==> config.mk <==
export PLATFORM = sky130hd
export DESIGN_NAME = irq_entry_seq
export DESIGN_NICKNAME = d
export VERILOG_FILES = /design/src/rtl/irq_entry_pkg.sv /design/src/rtl/irq_pend.sv /design/src/rtl/irq_arb.sv /design/src/rtl/irq_seq_fsm.sv /design/src/rtl/irq_entry_seq.sv
export SDC_FILE = /design/constraint.sdc
export NUM_CORES = 1
export LEC_CHECK = 0
export BUFFER_PORTS_ARGS = -buffer_cell sky130_fd_sc_hd__buf_4
export CAP_MARGIN = 20
export CORE_ASPECT_RATIO = 1.4
export CORE_UTILIZATION = 50
export CTS_CLUSTER_DIAMETER = 150
export CTS_CLUSTER_SIZE = 16
export DETAILED_ROUTE_END_ITERATION = 10
export PLACE_DENSITY_LB_ADDON = 0.15
export SLEW_MARGIN = 0
export SYNTH_ARGS = -nofsm -noshare
export SYNTH_HDL_FRONTEND = slang
export SYNTH_SLANG_ARGS = --single-unit
==> constraint.sdc <==
create_clock -name clk_i -period 2.2 [get_ports clk_i]
set_input_delay 0.33 -clock clk_i [delete_from_list [all_inputs] [get_ports clk_i]]
set_output_delay 0.33 -clock clk_i [all_outputs]
set_load 0.02 [all_outputs]
==> src/rtl/irq_entry_pkg.sv <==
package irq_entry_pkg;
  localparam int ADDR_W = 16;
  localparam int DATA_W = 8;
  localparam int FLAG_I = 2;
  localparam int FLAG_B = 4;
  localparam int FLAG_U = 5;
  localparam logic [ADDR_W-1:0] VEC_NMI = 16'hFFFA;
  localparam logic [ADDR_W-1:0] VEC_RST = 16'hFFFC;
  localparam logic [ADDR_W-1:0] VEC_IRQ = 16'hFFFE;
  localparam logic [DATA_W-1:0] STACK_PG = 8'h01;
  localparam logic [DATA_W-1:0] RST_P = 8'h04;
  localparam int ENTRY_CYC = 7;

  typedef enum logic [2:0] {
    ST_IDLE, ST_RST_LO, ST_RST_HI, ST_PSH_HI,
    ST_PSH_LO, ST_PSH_P, ST_VEC_LO, ST_VEC_HI
  } seq_st_e;

  typedef enum logic [1:0] {K_NONE, K_NMI, K_IRQ} ent_kind_e;
endpackage

==> src/rtl/irq_pend.sv <==
module irq_pend #(
  parameter int NSRC = 3
) (
  input  logic            clk_i,
  input  logic            rst_ni,
  input  logic            nmi_i,
  input  logic            oneshot_i,
  input  logic [NSRC-1:0] src_set_i,
  input  logic [NSRC-1:0] src_clr_i,
  input  logic            consume_i,
  output logic            nmi_pend_o,
  output logic            irq_pend_o
);
  logic            nmi_q, one_q;
  logic [NSRC-1:0] lvl_q;

  always_ff @(posedge clk_i or negedge rst_ni) begin
    if (!rst_ni) begin
      nmi_q <= 1'b0;
      one_q <= 1'b0;
    end else begin
      if (nmi_i)          nmi_q <= 1'b1;
      else if (consume_i) nmi_q <= 1'b0;
      if (oneshot_i)      one_q <= 1'b1;
      else if (consume_i) one_q <= 1'b0;
    end
  end

  for (genvar k = 0; k < NSRC; k++) begin : g_lvl
    always_ff @(posedge clk_i or negedge rst_ni) begin
      if (!rst_ni)           lvl_q[k] <= 1'b0;
      else if (src_set_i[k]) lvl_q[k] <= 1'b1;
      else if (src_clr_i[k]) lvl_q[k] <= 1'b0;
    end
  end

  assign nmi_pend_o = nmi_q;
  assign irq_pend_o = one_q | (|lvl_q);


  pulse_consume_chk: assert property (@(posedge clk_i) disable iff (!rst_ni)
    consume_i && !nmi_i && !oneshot_i |=> !nmi_q && !one_q);

  lvl_keep_chk: assert property (@(posedge clk_i) disable iff (!rst_ni)
    consume_i && (|lvl_q) && !(|src_clr_i) |=> irq_pend_o);
endmodule

==> src/rtl/irq_arb.sv <==
module irq_arb
  import irq_entry_pkg::*;
(
  input  logic      clk_i,
  input  logic      rst_ni,
  input  logic      boundary_i,
  input  logic      idle_i,
  input  logic      nmi_pend_i,
  input  logic      irq_pend_i,
  input  logic      i_bit_i,
  input  logic      done_i,
  input  logic      done_i_bit_i,
  input  logic      jam_i,
  input  logic      clr_jam_i,
  output logic      take_o,
  output ent_kind_e kind_o,
  output logic      consume_o,
  output logic      jammed_o
);
  logic i_snap_q, jam_q, at_bnd;

  assign at_bnd = boundary_i && idle_i;

  always_comb begin
    kind_o = K_NONE;
    if (at_bnd && !jam_q) begin
      if (nmi_pend_i)                  kind_o = K_NMI;
      else if (irq_pend_i && !i_snap_q) kind_o = K_IRQ;
    end
  end

  assign take_o    = (kind_o != K_NONE);
  assign consume_o = at_bnd && (nmi_pend_i || irq_pend_i);
  assign jammed_o  = jam_q;

  always_ff @(posedge clk_i or negedge rst_ni) begin
    if (!rst_ni) begin
      i_snap_q <= 1'b1;
      jam_q    <= 1'b0;
    end else begin
      if (clr_jam_i)  jam_q <= 1'b0;
      else if (jam_i) jam_q <= 1'b1;
      // flag as it stood when the previous instruction started
      if (done_i)                 i_snap_q <= done_i_bit_i;
      else if (at_bnd && !take_o) i_snap_q <= i_bit_i;
    end
  end


  irq_snap_chk: assert property (@(posedge clk_i) disable iff (!rst_ni)
    at_bnd && !take_o |=> i_snap_q == $past(i_bit_i));

  jam_hold_chk: assert property (@(posedge clk_i) disable iff (!rst_ni)
    jam_q && !clr_jam_i |=> jam_q);
endmodule

==> src/rtl/irq_seq_fsm.sv <==
module irq_seq_fsm
  import irq_entry_pkg::*;
#(
  parameter int CW = 32
) (
  input  logic              clk_i,
  input  logic              rst_ni,
  input  logic              rst_req_i,
  input  logic              take_i,
  input  ent_kind_e         kind_i,
  input  logic [ADDR_W-1:0] pc_i,
  input  logic [DATA_W-1:0] p_i,
  input  logic [DATA_W-1:0] sp_i,
  output logic              mem_req_o,
  output logic              mem_we_o,
  output logic [ADDR_W-1:0] mem_addr_o,
  output logic [DATA_W-1:0] mem_wdata_o,
  input  logic [DATA_W-1:0] mem_rdata_i,
  input  logic              mem_rdy_i,
  output logic              busy_o,
  output logic              done_o,
  output logic              rst_done_o,
  output logic [ADDR_W-1:0] pc_o,
  output logic [DATA_W-1:0] p_o,
  output logic [DATA_W-1:0] sp_o,
  output logic [CW-1:0]     cyc_o
);
  localparam logic [DATA_W-1:0] B_MASK = DATA_W'(1) << FLAG_B;
  localparam logic [DATA_W-1:0] U_MASK = DATA_W'(1) << FLAG_U;
  localparam logic [DATA_W-1:0] I_MASK = DATA_W'(1) << FLAG_I;

  seq_st_e           st_q;
  ent_kind_e         kind_q;
  logic [ADDR_W-1:0] pc_q, vec_base;
  logic [DATA_W-1:0] p_q, sp_q, lo_q, p_next;
  logic [CW-1:0]     cyc_q;
  logic              done_q, rst_done_q;

  assign vec_base = (kind_q == K_NMI) ? VEC_NMI : VEC_IRQ;
  assign p_next   = (kind_q == K_IRQ) ? ((p_q & ~B_MASK) | I_MASK) : (p_q & ~B_MASK);

  always_comb begin
    mem_we_o    = 1'b0;
    mem_wdata_o = '0;
    mem_addr_o  = {STACK_PG, sp_q};
    unique case (st_q)
      ST_RST_LO: mem_addr_o = VEC_RST;
      ST_RST_HI: mem_addr_o = VEC_RST | ADDR_W'(1);
      ST_PSH_HI: begin mem_we_o = 1'b1; mem_wdata_o = pc_q[ADDR_W-1:DATA_W]; end
      ST_PSH_LO: begin mem_we_o = 1'b1; mem_wdata_o = pc_q[DATA_W-1:0]; end
      ST_PSH_P:  begin mem_we_o = 1'b1; mem_wdata_o = (p_q & ~B_MASK) | U_MASK; end
      ST_VEC_LO: mem_addr_o = vec_base;
      ST_VEC_HI: mem_addr_o = vec_base | ADDR_W'(1);
      default:   mem_addr_o = {STACK_PG, sp_q};
    endcase
  end

  assign mem_req_o = (st_q != ST_IDLE);

  always_ff @(posedge clk_i or negedge rst_ni) begin
    if (!rst_ni) begin
      st_q       <= ST_RST_LO;
      kind_q     <= K_NONE;
      pc_q       <= '0;
      p_q        <= '0;
      sp_q       <= '0;
      lo_q       <= '0;
      cyc_q      <= '0;
      done_q     <= 1'b0;
      rst_done_q <= 1'b0;
    end else begin
      done_q     <= 1'b0;
      rst_done_q <= 1'b0;
      if (rst_req_i) begin
        st_q <= ST_RST_LO;
      end else begin
        unique case (st_q)
          ST_IDLE: if (take_i) begin
            pc_q   <= pc_i;
            p_q    <= p_i;
            sp_q   <= sp_i;
            kind_q <= kind_i;
            cyc_q  <= cyc_q + CW'(ENTRY_CYC);
            st_q   <= ST_PSH_HI;
          end
          ST_RST_LO: if (mem_rdy_i) begin
            lo_q <= mem_rdata_i;
            st_q <= ST_RST_HI;
          end
          ST_RST_HI: if (mem_rdy_i) begin
            pc_q       <= {mem_rdata_i, lo_q};
            p_q        <= RST_P;
            done_q     <= 1'b1;
            rst_done_q <= 1'b1;
            st_q       <= ST_IDLE;
          end
          ST_PSH_HI: if (mem_rdy_i) begin
            sp_q <= sp_q - 1'b1;
            st_q <= ST_PSH_LO;
          end
          ST_PSH_LO: if (mem_rdy_i) begin
            sp_q <= sp_q - 1'b1;
            st_q <= ST_PSH_P;
          end
          ST_PSH_P: if (mem_rdy_i) begin
            sp_q <= sp_q - 1'b1;
            p_q  <= p_next;
            st_q <= ST_VEC_LO;
          end
          ST_VEC_LO: if (mem_rdy_i) begin
            lo_q <= mem_rdata_i;
            st_q <= ST_VEC_HI;
          end
          ST_VEC_HI: if (mem_rdy_i) begin
            pc_q   <= {mem_rdata_i, lo_q};
            done_q <= 1'b1;
            st_q   <= ST_IDLE;
          end
          default: st_q <= ST_IDLE;
        endcase
      end
    end
  end

  assign busy_o     = (st_q != ST_IDLE);
  assign done_o     = done_q;
  assign rst_done_o = rst_done_q;
  assign pc_o       = pc_q;
  assign p_o        = p_q;
  assign sp_o       = sp_q;
  assign cyc_o      = cyc_q;


  stack_page_chk: assert property (@(posedge clk_i) disable iff (!rst_ni)
    mem_req_o && mem_we_o |-> mem_addr_o[ADDR_W-1:DATA_W] == STACK_PG);

  push_stat_chk: assert property (@(posedge clk_i) disable iff (!rst_ni)
    st_q == ST_PSH_P |-> mem_wdata_o[FLAG_U] && !mem_wdata_o[FLAG_B]);

  cyc_step_chk: assert property (@(posedge clk_i) disable iff (!rst_ni)
    cyc_q != $past(cyc_q) |-> cyc_q == $past(cyc_q) + CW'(ENTRY_CYC));

  hold_chk: assert property (@(posedge clk_i) disable iff (!rst_ni)
    mem_req_o && !mem_rdy_i && !rst_req_i |=>
      mem_req_o && $stable(mem_addr_o) && $stable(mem_wdata_o) && $stable(mem_we_o));

  done_idle_chk: assert property (@(posedge clk_i) disable iff (!rst_ni)
    done_o |-> !busy_o);
endmodule

==> src/rtl/irq_entry_seq.sv <==
module irq_entry_seq
  import irq_entry_pkg::*;
#(
  parameter int NSRC = 3,
  parameter int CW   = 32
) (
  input  logic              clk_i,
  input  logic              rst_ni,
  input  logic              rst_req_i,
  input  logic              boundary_i,
  input  logic              jam_i,
  input  logic              nmi_i,
  input  logic              oneshot_i,
  input  logic [NSRC-1:0]   src_set_i,
  input  logic [NSRC-1:0]   src_clr_i,
  input  logic [15:0]       pc_i,
  input  logic [7:0]        p_i,
  input  logic [7:0]        sp_i,
  output logic              mem_req_o,
  output logic              mem_we_o,
  output logic [15:0]       mem_addr_o,
  output logic [7:0]        mem_wdata_o,
  input  logic [7:0]        mem_rdata_i,
  input  logic              mem_rdy_i,
  output logic              busy_o,
  output logic              done_o,
  output logic [15:0]       pc_o,
  output logic [7:0]        p_o,
  output logic [7:0]        sp_o,
  output logic [CW-1:0]     cyc_o,
  output logic              jammed_o
);
  logic      nmi_pend, irq_pend, consume, take, rst_done;
  ent_kind_e kind;

  irq_pend #(.NSRC(NSRC)) u_pend (
    .clk_i, .rst_ni, .nmi_i, .oneshot_i, .src_set_i, .src_clr_i,
    .consume_i(consume), .nmi_pend_o(nmi_pend), .irq_pend_o(irq_pend)
  );

  irq_arb u_arb (
    .clk_i, .rst_ni, .boundary_i, .idle_i(!busy_o),
    .nmi_pend_i(nmi_pend), .irq_pend_i(irq_pend),
    .i_bit_i(p_i[FLAG_I]), .done_i(done_o), .done_i_bit_i(p_o[FLAG_I]),
    .jam_i, .clr_jam_i(rst_done),
    .take_o(take), .kind_o(kind), .consume_o(consume), .jammed_o
  );

  irq_seq_fsm #(.CW(CW)) u_fsm (
    .clk_i, .rst_ni, .rst_req_i, .take_i(take), .kind_i(kind),
    .pc_i, .p_i, .sp_i,
    .mem_req_o, .mem_we_o, .mem_addr_o, .mem_wdata_o, .mem_rdata_i, .mem_rdy_i,
    .busy_o, .done_o, .rst_done_o(rst_done), .pc_o, .p_o, .sp_o, .cyc_o
  );


  nmi_first_chk: assert property (@(posedge clk_i) disable iff (!rst_ni)
    take && nmi_pend |=> mem_req_o && mem_addr_o[15:8] == STACK_PG);
endmodule

* Yosys cells after proc, flatten, opt, wreduce, memory -nomap -nowiden
Cells that the tools add are included.
** Storage, ports and cells
- Register bits after elaboration :: 86
- Bits in latches :: 0
- Memories kept :: 0
- Output and inout port bits :: 93
- Memory bits (read-only) :: 0
- RAM bits :: 0
** Operators by class
- Order comparisons :: 0
- Shift-type cells :: 0
- Reductions and logical operators :: 36
- Muxes and demuxes :: 45
- Equality and inequality tests :: 22
- Divide/modulo/power cells :: 0
- Add/subtract/negate cells :: 2
- Multipliers :: 0
- Bitwise logic cells :: 3
** Operators with widths (count)
- one-hot mux 16 bit (4 select lines) :: 1
- one-hot mux 8 bit (3 select lines) :: 2
- 2-to-1 mux 8 bit :: 5
- adder 32 x 3 -> 32 bit (second input constant) :: 1
- 2-to-1 mux 16 bit :: 2
- one-hot mux 16 bit (2 select lines) :: 1
- 2-to-1 mux 3 bit :: 10
- nonzero test 2 bit :: 11
- one-hot mux 3 bit (7 select lines) :: 1
- 2-to-1 mux 1 bit :: 19
- inequality test 3 bit (second input constant) :: 6
- one-hot mux 8 bit (2 select lines) :: 1
- equality test 3 bit (second input constant) :: 4
- AND reduction 5 bit :: 2
- AND reduction 4 bit :: 2
- subtractor 8 x 1 -> 8 bit (second input constant) :: 1
- AND reduction 7 bit :: 1
- equality test 3 x 2 -> 1 bit (second input constant) :: 2
- 2-to-1 mux 2 bit :: 3
- inequality test 2 x 1 -> 1 bit (second input constant) :: 3
- inequality test 2 bit (second input constant) :: 3
- AND reduction 3 bit :: 2
- AND reduction 6 bit :: 1
- nonzero test 3 bit :: 2
- other kinds (12) :: 22

* Depth between registers and ports, before layout
Gate-level depths: netlist (run 1).
- Depth in word-level cells :: 11
- Gate-level depth with buffers :: 9
- Depth with buffers taken out :: 7

* Modules after synthesis
From an unflattened synthesis (run 1), not the netlist that was laid out.
** Unflattened totals
- Cells, all modules :: 446
- Area total of the unflattened synthesis :: 4642.0 µm²
** By module, submodules not included
- irq_seq_fsm :: times used 1, cells an instance 411, area each 4290.4 µm²
- irq_pend :: times used 1, cells an instance 15, area each 186.4 µm²
- irq_arb :: times used 1, cells an instance 19, area each 161.4 µm²
- irq_entry_seq :: times used 1, cells an instance 1, area each 3.8 µm²

* Worst setup path after synthesis (run 1)
OpenSTA, ideal clock, no wires.
- Path kind :: flip-flop to output port
- Start point :: reg u_fsm.st_q[2]
- End point :: out mem_addr_o[0]
- Slack :: 0.010 ns
- Data arrival time :: 1.860 ns
- Stages on the path, launching flop included :: 6
- Path through :: dfrtp_1 buf_2 nand2b_1 xnor2_1 inv_1 o21ai_0
** Between the ends
- Longest elaborated chain between the ends :: 2
** RTL lines
- start, declared :: line irq_seq_fsm.sv:32 : seq_st_e st_q;
- start signal, assigned :: line irq_seq_fsm.sv:62 : st_q <= ST_RST_LO;
- start signal, assigned :: line irq_seq_fsm.sv:75 : st_q <= ST_RST_LO;
- start signal, assigned :: line irq_seq_fsm.sv:84 : st_q <= ST_PSH_HI;
- equality test 3 bit (tied with other cells) :: line irq_seq_fsm.sv:46 : unique case (st_q)
- one-hot mux 16 bit (4 select lines) * :: line irq_seq_fsm.sv:46
- end, declared :: line irq_entry_seq.sv:21 : output logic [15:0] mem_addr_o,
Every way passes the cells marked *; elsewhere a longest branch is shown, timed or not.

* Worst setup path after layout (run 1)
- Start point :: reg u_fsm.st_q[0]
- End point :: out mem_wdata_o[0]
** Between the ends
- Longest elaborated chain between the ends :: 2
** RTL lines
- equality test 3 bit or equality test 3 x 2 -> 1 bit (tied branches) :: line irq_seq_fsm.sv:46
- one-hot mux 8 bit (3 select lines) * :: line irq_seq_fsm.sv:46
- end, declared :: line irq_entry_seq.sv:22 : output logic [7:0] mem_wdata_o,
Marks and branches as above.

==> results.md, run 1 <==
- Status: finished, final reports clean
- CTS tree: yes
- YS warnings: 0
- WL per Instance: about 16 um
- Cell variety after synth: between 60 and 70
- Slew margin rel.: 0.638
- CP endpoint kind: output port
- Max_cap viols: 0
- Row cnt: 40
- Worst EP required: roughly 1.9 ns
- Post-route non-filler standard cell count: approximately 700
- Fill count: between 700 and 800
- Sw Pwr: 2110 uW
- Hold Path Cell Cnt: 2
- Mapped Area: approximately 0.0045 mm2
- CP Max Fanout: 10
- Vias: 3,877
- Die Height: 114 um
- Synth-to-layout area growth: 35.0%
- Placed Area: 0.00564 mm2
- Clock slew at reported path FFs: 0.06 ns
- Switching share of power: 0.352
- Least-Margin Pin Slew: between 0.5 and 0.6 ns
- Ys async rst share: 1.00
- Initial antenna violation count: 0
- Final Hold Viols: 0
- Via-to-Cell Ratio: 5.47
- Starting Density: 0.519
- Reg2reg start: u_fsm.st_q[0]
- DRT iter0 DRCs: roughly 180
- Final setup viols: 0
- Die ar.: 0.00933 mm2
- Max IR drop VDD: 0.706 mV
- Layout Nets: 655
- Critical path arrival: 1.78 ns
- Setup CP Type: flop to output port
- Most used DFF post-synth: dfrtp_1
- Antenna Nets Post-Route: 0
- Root buf cell: clkbuf_16
- Sequential-to-total area share from yosys stat: 0.482
- R2R depth: 8
- Type of origin of the critical path: flop
- Share of layout cells above drive strength 1: 0.348
- Clk sinks: 86
- Routed Wire Length: roughly 11,000 um
- DP HPWL: between 8000 and 9000 um
- Die Wd: 81.9 um
- Reg2reg end: u_fsm.cyc_o[11]
- Skew-Pair Late Insertion Delay: approximately 0.34 ns
- Post-route minimum period: around 2.1 ns
- Top delay family on crit path: flip-flops
- Clock Skews: 0.00545 ns
- Mean post-synth cell area: about 9.8 um2
- Gr ovfl total: 0
- CP Cell Sequence: buf_8 -> and3b_1 -> buf_6 -> nand2_1 -> o21ai_0 -> buf_4
- Gate Count Post-Synth: roughly 460
- Post-synth EDFFs: 0
- GPL Wtd Cong: 0.781
- Final Cell Area: 0.00603 mm2
- Number of buffer and inverter stages on the critical path: 3
- Pint: between 3000 and 4000 uW
- First-pass GRT wire length: about 17,000 um
- Dpl cells: just under 700
- Hold Crit Start: nmi_i
- Vias in the first global route: 3,640
- Hold Path End: u_pend.nmi_pend_o
- Final period util: 0.959
- Largest net degree at the start of global routing: 51
- Highest Clock Rate: about 0.47 GHz
- IO buf count: approximately 150
- Htree depth: 3
- Power Density: slightly below 1000 mW/mm2
- Sequential share of power: 0.379
- Clk buf depth: 2
- Static Leakage: roughly 0.003 uW
- Synthesis-stage register bit count: 86
- First-pass DRT Iterations: 4
- Hold WS: 0.166 ns
- Comb pwr share: 0.347
- Max-slew violations: 0
- Worst path slowest cell: dfstp_2
- Overall routing resource usage: 0.246
- Min-delay worst type: input port to flop
- Post-synth net total: around 510
- Core area: 0.00861 mm2
- Ant diodes: 0
- TritonCTS Buffers: 9
- Flop-to-flop setup slack: 0.14 ns
- Clock power share: 0.274
- Setup TNS: 0 ns
- Num ports: 147
- Post-route DRC: 0
- Critical path's largest stage delay: 0.60 ns
-- final cells by class --
class                      instances  area, um2  share of cell area
timing repair buffer             161       1250               0.207
multi-input combinational        313       2070               0.342
inverter                          28        108              0.0178
clock inverter                     7       96.3              0.0160
sequential                        86       2160               0.357
tap                              105        131              0.0218
clock buffer                       9        225              0.0373
-- flip-flops by register name (all words and copies together), names as in the netlist --
register	count
u_fsm.cyc_o	32
u_fsm.pc_o	16
u_fsm.lo_q	8
u_fsm.p_o	8
u_fsm.sp_o	8
u_fsm.st_q	3
u_pend.lvl_q	3
u_fsm.kind_q	2
u_arb.i_snap_q	1
u_arb.jammed_o	1
u_fsm.done_o	1
u_fsm.rst_done_o	1
u_pend.nmi_pend_o	1
u_pend.one_q	1
-- worst reg2reg max path: cells and delay by family (launching register included) --
kind | cells | cell delay (ns)
buffers and inverters | 3 | 0.49
flip-flops | 1 | 0.41
XOR/XNOR | 1 | 0.16
AND/OR/NAND/NOR | 4 | 0.92
-- power by group through the flow --
stage	combinational, uW	clock [uW]	sequential (uW)
2_1_floorplan	915	0	2530
3_3_place_gp	2030	0	2270
3_5_place_dp	2070	0	2290
4_1_cts	2080	1660	2260
5_1_grt	2250	1720	2320
6_report	2070	1640	2270
-- worst max-delay path by stage --
| stage | from | cells after the start | end | slack (ns) |
|---|---|---|---|---|
| floorplan | u_fsm.st_q[2] | 5 | mem_addr_o[0] | 0.01 |
| global placement | u_pend.lvl_q[1] | 5 | u_fsm.p_o[5] | 0.25 |
| detailed placement | u_pend.lvl_q[1] | 5 | u_fsm.p_o[0] | 0.20 |
| CTS | u_fsm.st_q[2] | 6 | mem_addr_o[0] | 0.0006 |
| global route | u_fsm.st_q[0] | 8 | u_fsm.cyc_o[11] | -0.01 |
| finish | u_fsm.st_q[0] | 6 | mem_wdata_o[0] | 0.09 |
-- cells by family (layout without fill, tap and decap cells) --
| kind of cell | after synthesis | after routing | synth area share |
|---|---|---|---|
| AOI/OAI and AO/OA | 90 | 90 | 0.127 |
| xor gates and xnor gates | 32 | 32 | 0.0627 |
| adders and majority gates | 2 | 2 | 0.00560 |
| buffers and inverters | 58 | 205 | 0.0635 |
| DFF | 86 | 86 | 0.482 |
| muxes | 34 | 34 | 0.0789 |
| other | 1 | 1 | 0.000839 |
| and+or+nand+nor | 154 | 154 | 0.180 |
-- stage by stage --
stage / utilization / setup WS [ns] / power, uW
after floorplan: - / 0.00976 / 3450
after global placement: 0.655 / 0.248 / 4300
after detailed placement: 0.655 / 0.200 / 4360
after CTS: 0.694 / 0.000646 / 6010
after global routing: 0.701 / -0.00979 / 6290
final: 0.701 / 0.0906 / 5980
-- cells in the final DEF (no fill, tap or decap), types with 18 or more instances in the layout --
master	n
dfrtp_1	83
o21ai_0	20
inv_1	26
a21oi_1	33
xor2_1	20
nand3_1	18
mux2i_1	24
nand2_1	38
nor2_1	34
buf_4	155
-- per-layer routing --
metal	track usage	wire length [um]	vias to the layer above
li1	-	-	1854
met1	0.295	4450	1876
met2	0.414	5630	124
met3	0.0576	690	23
met4	0.103	248	0
met5	0	0	-
-- cells in the mapped netlist, types with 2 or more instances --
cell      count  share of area
dfrtp_1      84           0.47
nand2_1      38          0.032
nor2_1       34          0.029
a21oi_1      33          0.037
inv_1        27          0.023
mux2i_1      24          0.054
o21ai_0      20          0.022
xor2_1       20          0.039
nand3_1      19          0.021
nor3_1       17          0.019
nand2b_1     12          0.017
xnor2_1      12          0.024
buf_2        11          0.012
buf_4        10          0.017
mux2_2        9          0.023
a21o_1        7          0.012
o21ai_2       6          0.012
clkbuf_1      5         0.0042
nor4_1        5         0.0070
o22ai_1       5         0.0070
nand4_1       4         0.0056
nor3b_1       4         0.0067
and3_1        3         0.0042
a22oi_1       2         0.0034
and2_1        2         0.0028
and4_1        2         0.0039
buf_1         2         0.0017
buf_6         2         0.0050
dfstp_2       2          0.012
ha_1          2         0.0056
nor4_2        2         0.0056
o21a_1        2         0.0034
-- what timing repair did --
action / in CTS / in global routing
setup endpoints to repair: 2 / 9
hold buffers: 1 / 0
hold endpoints to repair: 36 / 0
resized for setup: 1 / 11
setup buffers: 0 / 1
(Power assumes the default switching activity.)
==> inputs of run 2 (changes only) <==
CTS_BUF_LIST = sky130_fd_sc_hd__clkbuf_8   (was default)
==> run 2 against run 1 <==
Compared with the run above: wire length is 1.1% higher; global-route usage is 0.20 points higher; via count is 0.44% higher; first-iteration DRC count is 2.8% lower; clock-buffer cell count stayed put; non-clock buffer count is 5 higher; sequential power hardly changed; critical endpoint is now mem_addr_o[0]; largest cell class unchanged; largest power group unchanged.
==> results.md, run 2 (synthesized netlist as in run 1, its figures left out) <==
- Reg2reg start: u_fsm.st_q[0]
- Sequential share of power: 0.405 (+0.026)
- Type of origin of the critical path: flop
- Post-route minimum period: 2.08 ns (-0.0281 ns)
- Ant diodes: 0 (unchanged)
- Most frequent cells in the layout: buf_4 (160), dfrtp_1 (83), nand2_1 (38)
- Largest net degree at the start of global routing: 51 (unchanged)
- Clock Skews: 0.0121 ns (+0.00662 ns)
- Reg area: 0.00216 mm2 (unchanged)
- Sw Pwr: 2060 uW (-2.0%)
- Clock slew at reported path FFs: 0.09 ns (+0.03 ns)
- Starting Density: 0.519 (unchanged)
- CP Max Fanout: 10 (unchanged)
- Status: finished, final reports clean
- Dpl cells: 691 (unchanged)
- DP HPWL: 8120 um (unchanged)
- Placed Area: 0.00564 mm2 (unchanged)
- Routed Wire Length: 11,100 um (+1.1%)
- Clk buf depth: 2 (unchanged)
- CP endpoint kind: output port
- TritonCTS Buffers: 9 (unchanged)
- CP Cell Sequence: buf_4 -> nand2b_1 -> nand3_2 -> buf_6 -> o21ai_0 -> buf_4
- Setup CP Type: flop to output port
- Clock power share: 0.221 (-0.053)
- Synth-to-layout area growth: 33.7%
- Max-slew violations: 0 (unchanged)
- Die Wd: 81.9 um (unchanged)
- Antenna Nets Post-Route: 0 (unchanged)
- GPL Wtd Cong: 0.781 (unchanged)
- Max_cap viols: 0 (unchanged)
- Hold Path Cell Cnt: 2 (unchanged)
- Die ar.: 0.00933 mm2 (unchanged)
- Skew-Pair Late Insertion Delay: 0.37 ns (+0.03 ns)
- Via-to-Cell Ratio: 5.45 (-0.26%)
- Initial antenna violation count: 0 (unchanged)
- Final Core Density: 0.694 (-0.00640)
- Most common cell after layout, fill and taps aside: buf_4
- Htree depth: 3 (unchanged)
- Final Cell Area: 0.00598 mm2 (-0.91%)
- Number of buffer and inverter stages on the critical path: 3 (unchanged)
- Max IR drop VDD: 0.619 mV (-12%)
- Static Leakage: 0.00297 uW (-0.62%)
- Final setup viols: 0 (unchanged)
- Vias in the first global route: 3,628 (-0.33%)
- Post-route DRC: 0 (unchanged)
- Pint: 3530 uW (-8.9%)
- First-pass GRT wire length: 17,600 um (+0.67%)
- CP most frequent cell: buf_4
- Worst path slowest cell: dfrtp_2
- Highest Clock Rate: 0.480 GHz (+1.3%)
- Comb pwr share: 0.374 (+0.027)
- Final Hold Viols: 0 (unchanged)
- Num ports: 147 (unchanged)
- Reg2reg end: u_fsm.cyc_o[11]
- Fill count: 730 (+2.0%)
- Clk sinks: 86 (unchanged)
- First-pass DRT Iterations: 5 (+1)
- Flop-to-flop setup slack: 0.14 ns (about the same)
- Area of the multi-input gates: 0.00207 mm2 (+0.12%)
- Top delay family on crit path: buffers and inverters
- Worst EP required: 1.87 ns (about the same)
- Share of layout cells above drive strength 1: 0.355 (+0.00700)
- Critical path's largest stage delay: 0.48 ns (-0.12 ns)
- R2R depth: 8 (unchanged)
- Hold Path End: u_pend.nmi_pend_o
- Core area: 0.00861 mm2 (unchanged)
- Row cnt: 40 (unchanged)
- Max FFs per register: 32 (unchanged)
- Hold WS: 0.139 ns (-0.0272 ns)
- Post-route non-filler standard cell count: 714 (+0.71%)
- Layout Nets: 660 (+0.76%)
- Min-delay worst type: input port to flop
- Overall routing resource usage: 0.248 (+0.00200)
- Root buf cell: clkbuf_8
- Hold Crit Start: nmi_i
- Final period util: 0.946 (-0.0128)
- Vias: 3,894 (+0.44%)
- CTS tree: yes
- Least-Margin Pin Slew: 0.552 ns (+0.0149 ns)
- Switching share of power: 0.369 (+0.0169)
- IO buf count: 145 (unchanged)
- Critical path arrival: 1.75 ns (-0.03 ns)
- Slew margin rel.: 0.628 (-0.0100)
- Die Height: 114 um (unchanged)
- Setup TNS: 0 ns (unchanged)
- Gr ovfl total: 0 (unchanged)
- DRT iter0 DRCs: 172 (-2.8%)
- WL per Instance: 15.6 um (+0.40%)
- Power Density: 935 mW/mm2 (-5.6%)
[run 2: layer usage]
metal | global-route usage | up-vias | share of wire
li1 | - | 1860 | -
met3 | 0.0576 | 21 | 0.062
met5 | 0 | - | 0
met4 | 0.0994 | 0 | 0.021
met2 | 0.417 | 133 | 0.51
met1 | 0.299 | 1880 | 0.40
[run 2: layout make-up]
cell class | instances | area share
timing repair buffer | 166 | 0.217
sequential | 86 | 0.361
clock buffer | 9 | 0.0207
clock inverter | 7 | 0.0161
tap | 105 | 0.0220
multi-input combinational | 313 | 0.346
inverter | 28 | 0.0176
[run 2: worst max-delay path by stage]
| stage | cells past startpoint | start | slack (ns) | to |
|---|---|---|---|---|
| after global placement | 5 | u_pend.lvl_q[1] | 0.25 | u_fsm.p_o[5] |
| after CTS | 5 | u_fsm.st_q[0] | 0.01 | mem_addr_o[0] |
| after global routing | 8 | u_fsm.st_q[0] | -0.02 | u_fsm.cyc_o[11] |
| after detailed placement | 5 | u_pend.lvl_q[1] | 0.20 | u_fsm.p_o[0] |
| final | 6 | u_fsm.st_q[2] | 0.12 | mem_addr_o[0] |
| after floorplan | 5 | u_fsm.st_q[2] | 0.01 | mem_addr_o[0] |
[run 2: repair_timing]
| action | CTS | global route |
|---|---|---|
| buffers inserted | 1 | 5 |
| setup endpoints to repair | 9 | 14 |
| hold buffers | 1 | 0 |
| resized for setup | 4 | 7 |
| hold endpoints to repair | 36 | 0 |
[run 2: power by group through the flow]
stage	clock (uW)	combinational [uW]	sequential, uW
floorplan	0	915	2530
global placement	0	2030	2270
detailed placement	0	2070	2290
CTS	1260	2080	2260
global route	1330	2270	2310
finish	1240	2090	2260
[run 2: worst reg2reg max path, cell delays in order (launching register included)]
cell and delay [ns]:
dfstp_2 0.41, buf_4 0.15, nor3_4 0.24, inv_1 0.15, nor4_4 0.29, nand2_1 0.08, buf_4 0.19, nor4_2 0.31
xor2_1 0.17
[run 2: metrics by stage]
step	setup slack [ns]	power, uW
2_1_floorplan	0.00976	3450
3_3_place_gp	0.248	4300
3_5_place_dp	0.200	4360
4_1_cts	0.0141	5610
5_1_grt	-0.0201	5920
6_report	0.119	5590
